$ cat config.mk
export PLATFORM = sky130hd
export DESIGN_NAME = stretch_pwm
export DESIGN_NICKNAME = d
export VERILOG_FILES = /design/src/rtl/stretch_pwm.sv
export SDC_FILE = /design/constraint.sdc
export NUM_CORES = 1
export LEC_CHECK = 0
export CORE_ASPECT_RATIO = 1.5
export CORE_MARGIN = 2
export CORE_UTILIZATION = 25
export CTS_BUF_LIST = sky130_fd_sc_hd__clkbuf_16
export CTS_CLUSTER_DIAMETER = 60
export CTS_CLUSTER_SIZE = 8
export DETAILED_ROUTE_END_ITERATION = 8
export SYNTH_ARGS = -nofsm -noshare
export SYNTH_HDL_FRONTEND = slang
export SYNTH_SLANG_ARGS = --single-unit
$ cat constraint.sdc
create_clock -name clk -period 2.2 [get_ports clk]
set_clock_uncertainty 0.05 [all_clocks]
set_input_delay 0.44 -clock clk [delete_from_list [all_inputs] [get_ports clk]]
set_output_delay 0.44 -clock clk [all_outputs]
set_load 0.02 [all_outputs]
$ cat src/rtl/stretch_pwm.sv
module stretch_pwm #(
  parameter int DW = 8
) (
  input  logic          clk,
  input  logic          rst_n,
  input  logic          wr_en,
  input  logic          wr_sel,
  input  logic [DW-1:0] wr_data,
  output logic          pwm_out
);
  logic [5:0] sh_ref, ac_ref;
  logic [1:0] sh_ext, ac_ext;
  logic       run;
  logic [1:0] rate;
  logic [5:0] pre, pre_max;
  logic [7:0] cnt;
  logic       tick, load, stretch, high_now;

  always_comb begin
    case (rate)
      2'd0:    pre_max = 6'd0;
      2'd1:    pre_max = 6'd1;
      2'd2:    pre_max = 6'd7;
      default: pre_max = 6'd63;
    endcase
  end

  assign tick = run && (pre >= pre_max);
  assign load = !run || (tick && cnt == 8'hFF);

  always_comb begin
    case (cnt[7:6])
      2'd0:    stretch = ac_ext[1];
      2'd1:    stretch = ac_ext[0];
      2'd2:    stretch = ac_ext[1];
      default: stretch = 1'b0;
    endcase
  end

  assign high_now = (ac_ref != 6'd0) &&
                    ({1'b0, cnt[5:0]} < ({1'b0, ac_ref} + {6'd0, stretch}));

  always_ff @(posedge clk or negedge rst_n) begin
    if (!rst_n) begin
      sh_ref <= '0;
      sh_ext <= '0;
      run    <= 1'b0;
      rate   <= '0;
    end else if (wr_en) begin
      if (!wr_sel) {sh_ref, sh_ext} <= wr_data[7:0];
      else begin
        rate <= wr_data[7:6];
        run  <= wr_data[2];
      end
    end
  end

  always_ff @(posedge clk or negedge rst_n) begin
    if (!rst_n) pre <= '0;
    else if (run) pre <= tick ? 6'd0 : pre + 6'd1;
  end

  always_ff @(posedge clk or negedge rst_n) begin
    if (!rst_n) begin
      ac_ref <= '0;
      ac_ext <= '0;
    end else if (load) begin
      ac_ref <= sh_ref;
      ac_ext <= sh_ext;
    end
  end

  always_ff @(posedge clk or negedge rst_n) begin
    if (!rst_n) begin
      cnt     <= '0;
      pwm_out <= 1'b0;
    end else if (tick) begin
      cnt     <= cnt + 8'd1;
      pwm_out <= high_now;
    end
  end


  stop_hold_chk: assert property (@(posedge clk) disable iff (!rst_n)
    !run |=> $stable(cnt));


  out_hold_chk: assert property (@(posedge clk) disable iff (!rst_n)
    !run |=> $stable(pwm_out));


  zero_ref_low_chk: assert property (@(posedge clk) disable iff (!rst_n)
    (tick && ac_ref == 6'd0) |=> !pwm_out);


  frame_start_high_chk: assert property (@(posedge clk) disable iff (!rst_n)
    (tick && cnt[5:0] == 6'd0 && ac_ref != 6'd0) |=> pwm_out);


  full_frame_chk: assert property (@(posedge clk) disable iff (!rst_n)
    (tick && ac_ref == 6'd63 && stretch) |=> pwm_out);


  data_defer_chk: assert property (@(posedge clk) disable iff (!rst_n)
    (run && !(tick && cnt == 8'hFF)) |=> ($stable(ac_ref) && $stable(ac_ext)));


  last_frame_chk: assert property (@(posedge clk) disable iff (!rst_n)
    (tick && cnt == 8'hFF) |=> !pwm_out || $past(ac_ref) == 6'd63);
endmodule

==> metrics.csv, run 1 <==
metric,value,unit
ctsHtreeMaxLevel,2,
ys.flop_type,dfrtp_1,
crit_path_start_kind,flip-flop,
final_hold_viol_count,0,
post-route-min-period,2.103,ns
cts_tree,built,
setup_viol,0,
wire_length_of_the_first_global_routing_pass,5885,µm
number_of_global_route_vias_before_repair,1215,
power.share.switching,33.65,%
antenna_left,0,
wirelength,3375,µm
synthDominantAreaCellType,dfrtp_1,
n_antenna_cell,0,
ioPinCount,13,
critPathArrivalTime,2.21,ns
synthesis.nets,182,
max_cap_violations,0,
area_share_of_the_largest_cell_type_after_synthesis,47.12,%
finish.net_count,206,
clock_power_share,24.8,%
critPathCaptureType,flip-flop,
chipWidth,73.39,µm
netlist_top_cells_area,"dfrtp_1 (47%), mux2_2 (12%), ha_1 (10%), xnor2_1 (3.4%), nand3_1 (3.3%)",
wl_per_cell,13.03,µm
ys_seq_area_share,47.12,%
leakage_dissipation,0.001003,µW
numClockSinks,34,
grt_max_degree,35,
global_route.usage.total,9.621,%
yosys_register_bits,34,
synth.lib_cells_used.distinct,38,
pwr-share-comb,36.6,%
clkSlewWorstSetupHoldPaths,0.05,ns
run_status,"complete, no violations",
final_weighted_congestion_in_routability_driven_placement,0.8067,
die_area,7931,µm²
detail_route.first_pass.iterations,4,
hold_slack,0.4505,ns
ys_top_cells_by_count,"dfrtp_1 (34), mux2_2 (19), ha_1 (15)",
syn_avg_cell_area,11.65,µm²
final_layout_size_suffix_gt1_share,25.70,%
route.detailed.vias_per_inst,4.625,
cellInternalPower,1710,µW
post-dp-hpwl,2448,µm
power_frac_seq,38.6,%
finish.instance_area,2272,µm²
area_growth_syn_to_layout,25.85,%
drc_errors,0,
achievable-frequency,0.4755,GHz
core_area,7132,µm²
port-buffer-count,12,
report.final.slew_viol_count,0,
fp.dieH,108.1,µm
detail_route.iter0.violations,56,
floorplan.rows,38,
layout_worst_path_cycle_share,95.59,%
postSynthCellCount,155,
syn-cell-area,1805,µm²
synthArstFlopShare,100.0,%
relSlewSlack,63.39,%
starting_utilization_of_the_core_area,25.32,%
vdd_ir_drop_max,357.9,µV
worst_pin_slew,0.5492,ns
p_total,2577,µW
placed_cell_area,2048,µm²
number_of_buffers_inserted_during_clock_tree_synthesis,5,
synth_most_common_cell,dfrtp_1,
grt_antenna_before_repair,0,
power.net_switching,867.3,µW
synthesis.yosys.warnings,0,
num_vias,1198,
hp-class,reg -> reg,
power_per_cell_area,1134,nW/µm²
required,2.30,ns
synth-edff-count,0,
critical_path_class,reg -> reg,
cts_buffer_depth,2,
clkLatencyLatePin,0.27,ns
clock-root-buffer,clkbuf_16,
crit_path_max_fanout,8,
overflow,0,
-- metrics by stage --
stage / setup WS (ns) / cells / TNS, ns / util [%]
after floorplan: 0.08355 / 155 / 0 / -
after global placement: 0.02769 / 249 / 0 / 28.72
after detailed placement: 0.02448 / 249 / 0 / 28.72
after CTS: 0.01547 / 256 / 0 / 30.58
after global routing: -0.01952 / 259 / -0.01952 / 31.86
final: 0.09709 / 259 / 0 / 31.86
-- power by group through the flow --
stage,Clock [µW],Combinational [µW],Sequential (µW)
after global placement,0,850,992
after floorplan,0,663,935
after detailed placement,0,871,998
after global routing,679,1090,1030
after CTS,655,874,988
final,639,943,995
-- cell usage in the layout (no fill, tap or decap), drive strengths merged, types with 2 or more instances in the layout --
cell           count
clkdlybuf4s50     12
and2               2
nand3             12
nand2              7
o21a               2
nor2               5
ha                15
buf                9
inv                9
mux2              20
xnor2              7
and3               3
dfrtp             34
xor2               6
clkbuf             5
nor2b              3
o21ai              6
nand4              3
a21oi              5
-- sequential cells by signal (all words and copies together) (netlist names) --
signal   cells
sh_ref       6
pre          6
run          1
pwm_out      1
sh_ext       2
rate         2
ac_ref       6
ac_ext       2
cnt          8
-- worst paths after layout --
path	startpoint	to	slack, ns	cells after the start
hold / removal	sh_ext[0]	ac_ext[0]	0.45	1
min in group asynchronous	rst_n	cnt[0]	0.52	2
setup reg to reg	rate[0]	ac_ext[1]	0.1	8
max in group asynchronous	rst_n	rate[1]	1.27	2
hold reg to reg	sh_ext[0]	ac_ext[0]	0.45	1
setup / recovery	rate[0]	ac_ext[1]	0.1	8
-- cells by family after synthesis --
| group | after synthesis | share of synthesized area, % |
|---|---|---|
| simple gates | 42 | 12.55 |
| buf+inv | 11 | 2.703 |
| flops | 34 | 47.12 |
| mux | 21 | 13.24 |
| fa+ha+maj | 15 | 10.40 |
| xor+xnor | 13 | 6.306 |
| compound gates | 19 | 7.694 |
-- what timing repair did --
item / in CTS / in global routing
setup endpoints to repair: 0 / 10
hold buffers: 0 / 0
resized for setup: 0 / 13
buffers inserted: 0 / 3
-- layout make-up --
| type | instances | area [µm²] |
|---|---|---|
| clock buffer | 5 | 125.1 |
| sequential | 34 | 850.8 |
| tap | 80 | 100.1 |
| clock inverter | 2 | 7.507 |
| timing repair buffer | 21 | 203.9 |
| fill | 745 | 4860 |
| inverter | 7 | 26.28 |
| multi-input combinational | 110 | 958.4 |
-- routing by layer --
layer | global-route usage, % | share of wire (%)
met2 | 15.70 | 54
met3 | 2.610 | 2.3
met1 | 11.59 | 42
met5 | 0 | 0
met4 | 4.545 | 2.3
-- worst max-delay path, stage by stage, from the launching register on --
cell	delay (ns)
dfrtp_1	0.41
or2_4	0.24
ha_1	0.27
nand2b_4	0.11
a21oi_2	0.06
o21a_2	0.24
o21ai_4	0.14
buf_12	0.14
mux2_2	0.33
Note: power is estimated with default switching activity, not from simulation.
==> run 2: changes to the inputs <==
--- a/config.mk
+++ b/config.mk
@@ -7,3 +7,2 @@
 export LEC_CHECK = 0
-export CORE_ASPECT_RATIO = 1.5
 export CORE_MARGIN = 2
--- a/constraint.sdc
+++ b/constraint.sdc
@@ -4,2 +4,2 @@
 set_output_delay 0.44 -clock clk [all_outputs]
-set_load 0.02 [all_outputs]
+set_load 0.05 [all_outputs]
==> run 2 against run 1 <==
Critical path depth is the same. Total power grew 2.0%. Register-to-register slack lost 0.02 ns. Setup slack lost 0.019 ns. Die area shrank 0.18%. Clock power grew 4.2%. Sequential cell count is the same. Largest power group unchanged.
==> metrics.csv, run 2 (same netlist as run 1, synthesis figures left out) <==
metric,value,unit,change
route.detailed.vias_per_inst,4.282,,-7.4%
final.fill_count,724,,-2.8%
detail_route.first_pass.iterations,4,,unchanged
port-buffer-count,12,,unchanged
worst_slack,0.07765,ns,-0.01945 ns
leakage_dissipation,0.001008,µW,+0.49%
fp.dieH,88.98,µm,-18%
antenna_left,0,,unchanged
num_vias,1186,,-1.0%
layout_worst_path_cycle_share,96.47,%,+0.88 points
finish.net_count,207,,+0.49%
overflow,0,,unchanged
achievable-frequency,0.4712,GHz,-0.92%
vdd_ir_drop_max,499.0,µV,+39%
crit_path_max_fanout,8,,unchanged
post-route-min-period,2.122,ns,+0.01945 ns
chipWidth,88.98,µm,+21%
post-dp-hpwl,2335,µm,-4.6%
largest_register_ffs,8,,unchanged
drc_errors,0,,unchanged
clock-root-buffer,clkbuf_16,,
final_weighted_congestion_in_routability_driven_placement,0.7839,,-2.8%
global_route.usage.total,9.170,%,-0.45 points
wl_per_cell,11.60,µm,-11%
critPathArrivalTime,2.23,ns,+0.02 ns
grt_max_degree,35,,unchanged
detail_route.iter0.violations,37,,-34%
worst_pin_slew,0.5446,ns,-0.004564 ns
cts_buffer_depth,2,,unchanged
wirelength,3213,µm,-4.8%
clkSlewWorstSetupHoldPaths,0.05,ns,about the same
area_growth_syn_to_layout,27.37,%,
power_per_cell_area,1143,nW/µm²,+0.73%
run_status,"complete, no violations",,
number_of_buffers_inserted_during_clock_tree_synthesis,5,,unchanged
largest_register,cnt,,
timing.reg2reg.setup_slack,0.08,ns,-0.02 ns
crit_path_max_incr_delay,0.36,ns,-0.05 ns
core_area,6907,µm²,-3.2%
critPathCaptureType,flip-flop,,
cp_slowest_cell,dfrtp_1,,
number_of_global_route_vias_before_repair,1166,,-4.0%
ctsHtreeMaxLevel,2,,unchanged
dpl_worst_slack,-0.01266,ns,-0.03714 ns
report.final.slew_viol_count,0,,unchanged
cp_num_buf_inv,1,,unchanged
setup_viol,0,,unchanged
finish.instance_area,2300,µm²,+1.2%
floorplan.rows,30,,-21%
final_common_cell,dfrtp_1,,
required,2.31,ns,about the same
worst_path_top_cell_family_by_delay,compound AO/OA/AOI/OAI gates,,
ioPinCount,13,,unchanged
relSlewSlack,63.69,%,+0.30 points
mostFrequentLayoutCells,"dfrtp_1 (34), mux2_2 (16), ha_1 (13)",,
critical_path_class,reg -> reg,,
hp-class,reg -> reg,,
n_antenna_cell,0,,unchanged
clkLatencyLatePin,0.28,ns,about the same
grt_antenna_before_repair,0,,unchanged
placed_cell_area,2076,µm²,+1.3%
rsz0062_at_grt,yes,,
starting_utilization_of_the_core_area,26.14,%,+0.83 points
max_cap_violations,0,,unchanged
crit_path_start_kind,flip-flop,,
die_area,7917,µm²,-0.18%
final_layout_size_suffix_gt1_share,27.07,%,+1.4 points
cts_tree,built,,
p_total,2627,µW,+2.0%
final_hold_viol_count,0,,unchanged
crit_chain,or2_2 > ha_1 > nand2b_4 > a21oi_2 > o21a_2 > o21ai_4 > buf_12 > mux2_2,,
wire_length_of_the_first_global_routing_pass,5513,µm,-6.3%
numClockSinks,34,,unchanged
## run 2: per-layer routing
layer,GRT usage [%],share of wire (%)
met2,13.77,45
met3,3.047,3.9
met5,0,0
met1,12.39,50
met4,3.256,1.0
## run 2: power breakdown
part	internal (µW)	total, µW	switching, µW
registers	793	983	190
logic	534	979	444
clock network	412	666	253
total	1740	2630	888
## run 2: per-stage QoR
stage / hold WS (ns) / std cells / setup TNS (ns) / util, %
after floorplan: 0.09441 / 155 / 0 / -
after global placement: 0.4349 / 266 / -0.001339 / 30.05
after detailed placement: 0.4380 / 266 / -0.01266 / 30.05
after CTS: 0.4530 / 274 / 0 / 32.32
after global routing: 0.4696 / 277 / -0.05966 / 33.30
final: 0.4446 / 277 / 0 / 33.30
## run 2: final timing paths
| check | start | cells past startpoint | end |
|---|---|---|---|
| worst max-delay path | rate[1] | 8 | ac_ref[1] |
| worst min-delay path | cnt[7] | 1 | cnt[7] |
| worst max register to register | rate[1] | 8 | ac_ref[1] |
| worst min register to register | cnt[7] | 1 | cnt[7] |
| max in group asynchronous | rst_n | 2 | ac_ref[4] |
| min in group asynchronous | rst_n | 2 | pre[5] |
## run 2: final cells by class
class | instances | area, µm² | share of cell area [%]
clock buffers | 5 | 125.1 | 5.441
inverters | 7 | 26.28 | 1.143
well taps | 96 | 120.1 | 5.223
clock inverters | 3 | 16.27 | 0.7073
repair buffers | 22 | 207.7 | 9.032
multi-input cells | 110 | 953.4 | 41.46
flip-flops and latches | 34 | 850.8 | 37.00
## run 2: timing repair
item,CTS,global route
setup buffers,0,3
resized for setup,3,9
pin swaps,2,9
hold buffers,0,0
setup endpoints to repair,1,9
